===== src/rtl/interval_rtc_pkg.sv =====
package interval_rtc_pkg;

   // register addresses
   localparam int unsigned CTRL_ADDR       = 0;
   localparam int unsigned LIMIT_ADDR      = 1;
   localparam int unsigned FIRST_TIME_ADDR = 2;

   // width of the timebase selector, and so the number of chained stages
   localparam int unsigned BASE_W     = 2;
   localparam int unsigned NUM_STAGES = 1 << BASE_W;

   typedef struct packed {
      logic              flag;
      logic [BASE_W-1:0] base;
      logic              oneshot;
      logic              ivl_en;
      logic              run;
   } ctrl_t;

   function automatic int unsigned stage_modulus(int unsigned idx, int unsigned m0,
                                                 int unsigned m1, int unsigned m2,
                                                 int unsigned m3);
      case (idx)
         0:       return m0;
         1:       return m1;
         2:       return m2;
         default: return m3;
      endcase
   endfunction

endpackage


===== src/rtl/interval_rtc_stage.sv =====
module interval_rtc_stage #(
   parameter int unsigned MOD = 60,
   parameter int unsigned W   = $clog2(MOD)
) (
   input  logic         clk_i,
   input  logic         rst_ni,
   input  logic         step_i,
   input  logic         load_i,
   input  logic [W-1:0] load_val_i,
   output logic [W-1:0] count_o,
   output logic         carry_o
);

   localparam logic [W-1:0] TOP = W'(MOD - 1);

   if (MOD < 2) begin : g_bad_mod
      $error("interval_rtc_stage: MOD must be at least 2");
   end
   if ((1 << W) < MOD) begin : g_bad_width
      $error("interval_rtc_stage: W too narrow for MOD");
   end

   logic [W-1:0] count_q;
   logic         at_top;

   assign at_top  = (count_q >= TOP);
   assign carry_o = step_i & at_top;
   assign count_o = count_q;

   always_ff @(posedge clk_i or negedge rst_ni) begin
      if (!rst_ni)     count_q <= '0;
      else if (load_i) count_q <= load_val_i;
      else if (step_i) count_q <= at_top ? '0 : count_q + 1'b1;
   end

   // a step at or beyond the top returns the count to zero
   assert_wrap_to_zero_R3: assert property (@(posedge clk_i) disable iff (!rst_ni)
      step_i && at_top && !load_i |=> count_q == '0);

   // a load takes the written value
   assert_load_value_R5: assert property (@(posedge clk_i) disable iff (!rst_ni)
      load_i |=> count_q == $past(load_val_i));

endmodule


===== src/rtl/interval_rtc_ivl.sv =====
module interval_rtc_ivl #(
   parameter int unsigned CNT_W = 8
) (
   input  logic             clk_i,
   input  logic             rst_ni,
   input  logic             enable_i,
   input  logic             event_i,
   input  logic [CNT_W-1:0] limit_i,
   output logic             match_o
);

   if (CNT_W < 1) begin : g_bad_width
      $error("interval_rtc_ivl: CNT_W must be positive");
   end

   logic [CNT_W-1:0] cnt_q;
   logic [CNT_W-1:0] cnt_inc;
   logic             hit;

   assign cnt_inc = cnt_q + 1'b1;
   assign hit     = (cnt_inc == limit_i);
   assign match_o = enable_i & event_i & hit;

   always_ff @(posedge clk_i or negedge rst_ni) begin
      if (!rst_ni)        cnt_q <= '0;
      else if (!enable_i) cnt_q <= '0;
      else if (event_i)   cnt_q <= hit ? '0 : cnt_inc;
   end

   // a disabled cycle leaves the counter at zero
   assert_disable_clears_R9: assert property (@(posedge clk_i) disable iff (!rst_ni)
      !enable_i |=> cnt_q == '0);

   // the count restarts after every match
   assert_restart_after_match_R7: assert property (@(posedge clk_i) disable iff (!rst_ni)
      match_o |=> cnt_q == '0);

   // no event, no movement
   assert_hold_without_event_R6: assert property (@(posedge clk_i) disable iff (!rst_ni)
      enable_i && !event_i |=> $stable(cnt_q));

endmodule


===== src/rtl/interval_rtc.sv =====
module interval_rtc #(
   parameter int unsigned DATA_W   = 8,
   parameter int unsigned ADDR_W   = 3,
   parameter int unsigned LIMIT_W  = 8,
   parameter int unsigned FRAC_MOD = 128,
   parameter int unsigned SEC_MOD  = 60,
   parameter int unsigned MIN_MOD  = 60,
   parameter int unsigned HOUR_MOD = 24
) (
   input  logic              clk_i,
   input  logic              rst_ni,
   input  logic              tick_i,
   input  logic              wr_en_i,
   input  logic [ADDR_W-1:0] wr_addr_i,
   input  logic [DATA_W-1:0] wr_data_i,
   input  logic [ADDR_W-1:0] rd_addr_i,
   output logic [DATA_W-1:0] rd_data_o,
   output logic              irq_o
);
   import interval_rtc_pkg::*;

   localparam logic [ADDR_W-1:0] A_CTRL  = ADDR_W'(CTRL_ADDR);
   localparam logic [ADDR_W-1:0] A_LIMIT = ADDR_W'(LIMIT_ADDR);

   if (DATA_W < 8) begin : g_bad_data
      $error("interval_rtc: DATA_W must be at least 8");
   end
   if (LIMIT_W > DATA_W) begin : g_bad_limit
      $error("interval_rtc: LIMIT_W exceeds DATA_W");
   end
   if ((1 << ADDR_W) < FIRST_TIME_ADDR + NUM_STAGES) begin : g_bad_addr
      $error("interval_rtc: ADDR_W too narrow for the register set");
   end

   ctrl_t                          ctrl_q;
   logic [LIMIT_W-1:0]             limit_q;
   logic [NUM_STAGES-1:0]          stage_step;
   logic [NUM_STAGES-1:0]          stage_carry;
   logic [NUM_STAGES-1:0][DATA_W-1:0] stage_val;
   logic                           wr_ctrl;
   logic                           wr_limit;
   logic                           sel_event;
   logic                           ivl_match;

   assign wr_ctrl  = wr_en_i && (wr_addr_i == A_CTRL);
   assign wr_limit = wr_en_i && (wr_addr_i == A_LIMIT);

   // ---------------- time-of-day chain ----------------
   assign stage_step[0] = tick_i & ctrl_q.run;

   for (genvar i = 0; i < NUM_STAGES; i++) begin : g_stage
      localparam int unsigned SMOD = stage_modulus(i, FRAC_MOD, SEC_MOD, MIN_MOD, HOUR_MOD);
      localparam int unsigned SW   = $clog2(SMOD);
      localparam logic [ADDR_W-1:0] SADDR = ADDR_W'(FIRST_TIME_ADDR + i);

      if (SW > DATA_W) begin : g_bad_stage
         $error("interval_rtc: stage wider than DATA_W");
      end

      logic [SW-1:0] st_count;

      interval_rtc_stage #(.MOD(SMOD), .W(SW)) i_stage (
         .clk_i      (clk_i),
         .rst_ni     (rst_ni),
         .step_i     (stage_step[i]),
         .load_i     (wr_en_i && (wr_addr_i == SADDR)),
         .load_val_i (wr_data_i[SW-1:0]),
         .count_o    (st_count),
         .carry_o    (stage_carry[i])
      );

      assign stage_val[i] = DATA_W'(st_count);

      if (i + 1 < NUM_STAGES) begin : g_link
         assign stage_step[i+1] = stage_carry[i];
      end
   end

   // ---------------- interval timer ----------------
   assign sel_event = stage_step[ctrl_q.base];

   interval_rtc_ivl #(.CNT_W(LIMIT_W)) i_ivl (
      .clk_i    (clk_i),
      .rst_ni   (rst_ni),
      .enable_i (ctrl_q.ivl_en),
      .event_i  (sel_event),
      .limit_i  (limit_q),
      .match_o  (ivl_match)
   );

   // ---------------- control and limit registers ----------------
   always_ff @(posedge clk_i or negedge rst_ni) begin
      if (!rst_ni) begin
         ctrl_q  <= '0;
         limit_q <= '0;
      end else begin
         if (wr_ctrl) begin
            ctrl_q.run     <= wr_data_i[0];
            ctrl_q.ivl_en  <= wr_data_i[1];
            ctrl_q.oneshot <= wr_data_i[2];
            ctrl_q.base    <= wr_data_i[4:3];
         end else if (ivl_match && ctrl_q.oneshot) begin
            ctrl_q.ivl_en  <= 1'b0;
         end

         if (ivl_match)                      ctrl_q.flag <= 1'b1;
         else if (wr_ctrl && !wr_data_i[7])  ctrl_q.flag <= 1'b0;

         if (wr_limit) limit_q <= wr_data_i[LIMIT_W-1:0];
      end
   end

   assign irq_o = ctrl_q.flag;

   // ---------------- read mux ----------------
   always_comb begin
      rd_data_o = '0;
      if (rd_addr_i == A_CTRL) begin
         rd_data_o = DATA_W'({ctrl_q.flag, 2'b00, ctrl_q.base, ctrl_q.oneshot,
                              ctrl_q.ivl_en, ctrl_q.run});
      end else if (rd_addr_i == A_LIMIT) begin
         rd_data_o = DATA_W'(limit_q);
      end else begin
         for (int k = 0; k < NUM_STAGES; k++) begin
            if (rd_addr_i == ADDR_W'(FIRST_TIME_ADDR + k)) rd_data_o = stage_val[k];
         end
      end
   end

   // the flag only rises on an interval match
   assert_flag_from_match_R6: assert property (@(posedge clk_i) disable iff (!rst_ni)
      $rose(ctrl_q.flag) |-> $past(ivl_match));

   // a one-shot match drops the enable bit
   assert_oneshot_stops_R8: assert property (@(posedge clk_i) disable iff (!rst_ni)
      ivl_match && ctrl_q.oneshot && !wr_ctrl |=> !ctrl_q.ivl_en);

   // a stopped clock keeps the time registers
   assert_frozen_time_R4: assert property (@(posedge clk_i) disable iff (!rst_ni)
      !ctrl_q.run && !wr_en_i |=> $stable(stage_val));

   // the flag holds without a control write
   assert_flag_sticky_R10: assert property (@(posedge clk_i) disable iff (!rst_ni)
      ctrl_q.flag && !wr_ctrl |=> ctrl_q.flag);

   // an hour wrap leaves the hour at zero
   assert_day_wrap_R3: assert property (@(posedge clk_i) disable iff (!rst_ni)
      stage_carry[NUM_STAGES-1] && !wr_en_i |=> stage_val[NUM_STAGES-1] == '0);

endmodule


===== config.mk =====
export PLATFORM = sky130hd
export DESIGN_NAME = interval_rtc
export DESIGN_NICKNAME = d
export VERILOG_FILES = /design/src/rtl/interval_rtc_pkg.sv /design/src/rtl/interval_rtc_stage.sv /design/src/rtl/interval_rtc_ivl.sv /design/src/rtl/interval_rtc.sv
export SDC_FILE = /design/constraint.sdc
export NUM_CORES = 1
export LEC_CHECK = 0
export BUFFER_PORTS_ARGS = -buffer_cell sky130_fd_sc_hd__buf_2
export CAP_MARGIN = 40
export CORE_MARGIN = 2
export CORE_UTILIZATION = 50
export DETAILED_ROUTE_END_ITERATION = 10
export PLACE_DENSITY = 0.79
export SLEW_MARGIN = 10
export SYNTH_ARGS = -nofsm -noshare
export SYNTH_HDL_FRONTEND = slang
export SYNTH_SLANG_ARGS = --single-unit

===== constraint.sdc =====
create_clock -name clk_i -period 2.6 [get_ports clk_i]
set_clock_uncertainty 0.15 [all_clocks]
set_input_delay 0.26 -clock clk_i [delete_from_list [all_inputs] [get_ports clk_i]]
set_output_delay 0.26 -clock clk_i [all_outputs]
set_load 0.05 [all_outputs]

# Word-level counts from Yosys, hierarchy flattened
# Cells that the tools add are included.
# word_totals
ff_bits	46
output_inout_bits	9
elab_cells	83
in_bits	18
# classes
reduce_logical	17
n_addsub	5
n_mux	27
order_cmp	5
eq_ne	12
n_bitwise	6
# op_table
op	n
two-way mux 8 bit	8
two-way mux 6 bit	6
two-way mux 7 bit	4
two-way mux 5 bit	3
adder 6 x 1 -> 6 bit (second input constant)	2
equality test 3 x 2 -> 1 bit (second input constant)	4
equality test 3 bit (second input constant)	4
greater-or-equal comparator 6 bit (second input constant)	2
nonzero test 2 bit	6
adder 8 x 1 -> 8 bit (second input constant)	1
equality test 8 bit	1
logical AND 1 bit	8
adder 7 x 1 -> 7 bit (second input constant)	1
greater-or-equal comparator 7 bit (second input constant)	1
AND 1 bit	6
equality test 3 x 1 -> 1 bit (second input constant)	2
zero test 3 bit	2
adder 5 x 1 -> 5 bit (second input constant)	1
greater-or-equal comparator 5 bit (second input constant)	1
two-way mux 1 bit	5
less-than comparator 2 x 3 -> 1 bit (second input constant)	1
binary-select mux 1 bit (select 2 bit)	1
inequality test 2 x 1 -> 1 bit (second input constant)	1
zero test 1 bit	1

# Logic depth before layout (Yosys ltp)
# depth
depth_word	11
mapped_depth	9
depth_no_buf	8

# By module
# Synthesis repeated with hierarchy kept, for this count alone.
# hier_totals
cells_unflattened	370
hier_area_um2	3368.2
# modules_own_cells
module	area_per_inst_um2	seq_area_each_um2	cells_each	n_inst
interval_rtc	964.7	350.3	92	1
interval_rtc_stage (g_stage[1].i_stage ...)	391.6	150.1	44	2
interval_rtc_ivl	724.4	200.2	89	1
interval_rtc_stage (g_stage[0].i_stage)	565.5	175.2	64	1
interval_rtc_stage (g_stage[3].i_stage)	330.3	125.1	37	1

# Worst setup path after synthesis
# Ideal clock, no wire load.
# synth_timing
path_type	input-to-output
from	input rd_addr_i[0]
to	output rd_data_o[5]
required_time_ps	2190
slack_ps	254
path_stages	4
arrival_ps	1936
path_buffers	1
cell_sequence	clkbuf_1 -> nor2b_1 -> a22oi_1 -> o21ai_0
# synth_via
elab_chain_len	7
elab_cells_between_ends	12
cone_classes	eq/ne: 5; mux: 6; reduce/logical: 1
# synth_lines
element	line	source
from (decl)	interval_rtc.sv:16	input logic [ADDR_W-1:0] rd_addr_i,
equality test 3 x 2 -> 1 bit	interval_rtc.sv:125	if (rd_addr_i == ADDR_W'(FIRST_TIME_ADDR + k)) rd_data_o = stage_val[k];
two-way mux 7 bit	interval_rtc.sv:125	
two-way mux 8 bit (3 in a row)	interval_rtc.sv:125	
two-way mux 8 bit	interval_rtc.sv:121	end else if (rd_addr_i == A_LIMIT) begin
two-way mux 8 bit (*)	interval_rtc.sv:118	if (rd_addr_i == A_CTRL) begin
to (decl)	interval_rtc.sv:17	output logic [DATA_W-1:0] rd_data_o,
# Every way passes the cells marked *; elsewhere a longest branch is shown, timed or not.

# Final worst setup path
# layout_timing
from	register i_ivl.cnt_q[0]
to	register i_ivl.cnt_q[6]
# layout_via
elab_chain_len	5
# layout_lines
element	line	source
from (decl)	interval_rtc_ivl.sv:16	logic [CNT_W-1:0] cnt_q;
from (signal assigned)	interval_rtc_ivl.sv:27	else if (event_i) cnt_q <= hit ? '0 : cnt_inc;
adder 8 x 1 -> 8 bit (*)	interval_rtc_ivl.sv:20	assign cnt_inc = cnt_q + 1'b1;
equality test 8 bit	interval_rtc_ivl.sv:21	assign hit = (cnt_inc == limit_i);
two-way mux 8 bit (*) (2 in a row)	interval_rtc_ivl.sv:27	
two-way mux 8 bit (*)	interval_rtc_ivl.sv:26	else if (!enable_i) cnt_q <= '0;
# Every way passes the cells marked *; elsewhere a longest branch is shown, timed or not. The select of a mux whose other input is x is not followed.
# A chain may end at the register's enable or synchronous reset.

==> results.py <==
metrics = {
    "clock_tree": {
        "clock_latency_ns": 0.30,
        "h-tree-depth": 2,
        "cts.path.max_buffers": 2,
        "cts-root-buf": "clkbuf_8",
        "cts_tree": "yes",
        "cts.reportedPaths.clkPinSlew_ns": 0.08,
        "cts_setup_buffers": 0,
        "numCtsBuffers": 5,
        "cts.sinks": 46,
    },
    "timing": {
        "fin_crit_sh": 0.926,
        "fin_tns_setup_ns": 0,
        "hold_slack_ns": 0.0424,
        "rsz0062_at_grt": "no",
        "tightestPinTransition_ns": 0.563,
        "setup_viol": 0,
        "final-hold-violation-count": 0,
        "finalMaxSlewViolations": 0,
        "fmax_mhz": 415,
        "max_slew_margin": 0.621,
        "min_period_ns": 2.41,
    },
    "synth": {
        "synth.distinct_cells": 52,
        "synth_area_um2": 2950,
        "synth_ff_type": "dfrtp_1",
        "synth-async-reset-ratio": 1.00,
        "syn_nets": 357,
        "synth_edf_count": 0,
        "yosys_warnings": 0,
        "ys_seq_elements": 46,
        "seq_area_frac_synth": 0.390,
        "synth.avg_cell_area_um2": 8.83,
        "netlist_instances": 334,
    },
    "pwr": {
        "p_leak_nw": 1.45,
        "power.internal_mw": 1.33,
        "switching_share": 0.376,
        "p_seq_frac": 0.490,
        "peakVddDrop_v": 0.000313,
        "p_comb_frac": 0.314,
        "p_clk_frac": 0.197,
        "power.switching_mw": 0.799,
        "power_density_nw_per_um2": 640,
    },
    "worst_hold_path": {
        "hold_end": "g_stage[0].i_stage.count_o[6]",
        "min-delay-start": "wr_data_i[6]",
        "holdPathStages": 3,
        "hold_class": "primary input to register",
    },
    "die": {
        "start_util": 0.526,
        "dieArea_um2": 6530,
        "io_pins": 27,
        "die_w_um": 80.8,
        "fp.dieH_um": 80.8,
        "design.core.area_um2": 5610,
        "num_rows": 27,
    },
    "worst_setup_path": {
        "timing.rr.start": "i_ivl.cnt_q[0]",
        "worstPathArrival_ns": 2.45,
        "rr_worst_depth": 8,
        "cp.required_ns": 2.64,
        "worst-setup-path-type": "register to register",
        "worstSetupEndpointType": "register",
        "crit_fanout": 8,
        "r2r-end": "i_ivl.cnt_q[6]",
        "critPathLaunchType": "register",
        "r2r_slack_ns": 0.19,
    },
    "route": {
        "dr.pass1.iters": 4,
        "route.vias.total": 2665,
        "ant_nets": 0,
        "wirelength_um": 7510,
        "via_per_inst": 6.02,
        "wire_per_inst_um": 16.9,
        "drtIter0Drc": 305,
        "drc_errors": 0,
    },
    "grt": {
        "grt_pass1_vias": 2468,
        "grt_pass1_wl_um": 12300,
        "use_met3": 0.0389,
        "busiest_layer": "met2",
        "grt_max_degree": 31,
        "grt_util_met2": 0.408,
        "grtUsageMet1": 0.348,
        "grt_usage": 0.249,
        "grt_overflow": 0,
        "antenna_found_initial": 0,
    },
    "final_layout": {
        "seq_area_um2": 1150,
        "antenna_cells": 0,
        "drive_above_1_share": 0.189,
        "final_cell_mix": "53 x nand2_1, 46 x dfrtp_1, 32 x o21ai_0, 26 x buf_2, 19 x a21oi_1",
        "fillers": 502,
        "multi_input_area_um2": 1720,
        "areaGrowthSynthToFinish_pct": 12.7,
        "final_common_cell": "nand2_1",
        "fin_nets": 394,
    },
    "place": {
        "portBuffers": 26,
        "hpwl_um": 5600,
        "routabilityCongestion": 0.873,
    },
    "run": {
        "maxCapViolCount": 0,
    },
    "outcome": {
        "outcome": "finished, final reports clean",
    },
}
-- area by class of cell --
class / count / share of cell area
Clock buffer: 7 / 0.0230
Multi-Input combinational cell: 267 / 0.519
Inverter: 10 / 0.0113
Sequential cell: 46 / 0.346
Tap cell: 72 / 0.0271
Timing Repair Buffer: 41 / 0.0738
-- Yosys cell counts (6+ instances only) --
master | n | area share
xor2_1 | 7 | 0.021
nand2_1 | 53 | 0.067
dfrtp_1 | 46 | 0.39
o21ai_0 | 32 | 0.054
and3_1 | 8 | 0.017
nand3_1 | 11 | 0.019
xnor2_1 | 9 | 0.027
nor2_1 | 18 | 0.023
mux2i_1 | 7 | 0.024
mux2_2 | 10 | 0.038
o31ai_1 | 12 | 0.031
inv_1 | 10 | 0.013
a31oi_1 | 13 | 0.028
o221ai_1 | 6 | 0.018
clkbuf_1 | 9 | 0.011
a21oi_1 | 19 | 0.032
-- routing by layer --
layer	wire, um	part of all wire
met5	0	0
met1	3320	0.44
met2	3580	0.48
met3	544	0.072
met4	64	0.0085
-- per-stage QoR --
step	setup WS (ns)	power, mW	util	cells	instance area, um^2
after floorplan	0.254	1.48	-	334	2950
after global placement	0.253	1.68	0.575	435	3220
after detailed placement	0.128	1.70	0.575	435	3220
after CTS	0.109	2.12	0.590	443	3310
after global routing	0.0219	2.26	0.593	443	3320
final	0.192	2.13	0.593	443	3320
-- how the worst max path moves through the flow --
stage	from	end	slack [ns]
3_5_place_dp	i_ivl.cnt_q[0]	i_ivl.cnt_q[4]	0.13
6_report	i_ivl.cnt_q[0]	i_ivl.cnt_q[6]	0.19
2_1_floorplan	rd_addr_i[0]	rd_data_o[5]	0.25
4_1_cts	i_ivl.cnt_q[0]	i_ivl.cnt_q[4]	0.11
5_1_grt	i_ivl.cnt_q[0]	i_ivl.cnt_q[6]	0.02
3_3_place_gp	i_ivl.cnt_q[0]	i_ivl.cnt_q[3]	0.25
-- power by group through the flow --
stage,clock [mW],combinational (mW),sequential [mW]
detailed placement,0,0.654,1.05
finish,0.418,0.667,1.04
global placement,0,0.632,1.04
CTS,0.428,0.659,1.03
floorplan,0,0.469,1.01
global route,0.461,0.739,1.06
-- registers in the layout, indices dropped and copies added, names as in the netlist --
| name | cells |
|---|---|
| ctrl_q | 5 |
| limit_q | 8 |
| g_stage.i_stage.count_o | 24 |
| i_ivl.cnt_q | 8 |
| irq_o | 1 |
-- what timing repair did --
item / 4_1_cts / 5_1_grt
hold buffers: 1 / 0
resized for setup: 0 / 2
endpoints found under the hold margin: 16 / 0
endpoints found under the setup margin: 0 / 3
-- cell families after synthesis --
group / Yosys count / share of synthesized area
xor gates and xnor gates: 17 / 0.0530
muxes: 17 / 0.0619
and+or+nand+nor: 127 / 0.223
DFF: 46 / 0.390
adders and majority gates: 5 / 0.0212
buffers and inverters: 21 / 0.0305
AOI/OAI and AO/OA: 101 / 0.220
-- worst max-delay path: stages, from the launching register on --
cell and delay, ns:
dfrtp_1 0.44, ha_1 0.25, nand3_1 0.17, or2_2 0.38, xnor2_2 0.17, nor4_4 0.26, a21oi_4 0.15, a31oi_1 0.22
o31ai_1 0.09
No activity file was read; power rests on OpenSTA's default activity.
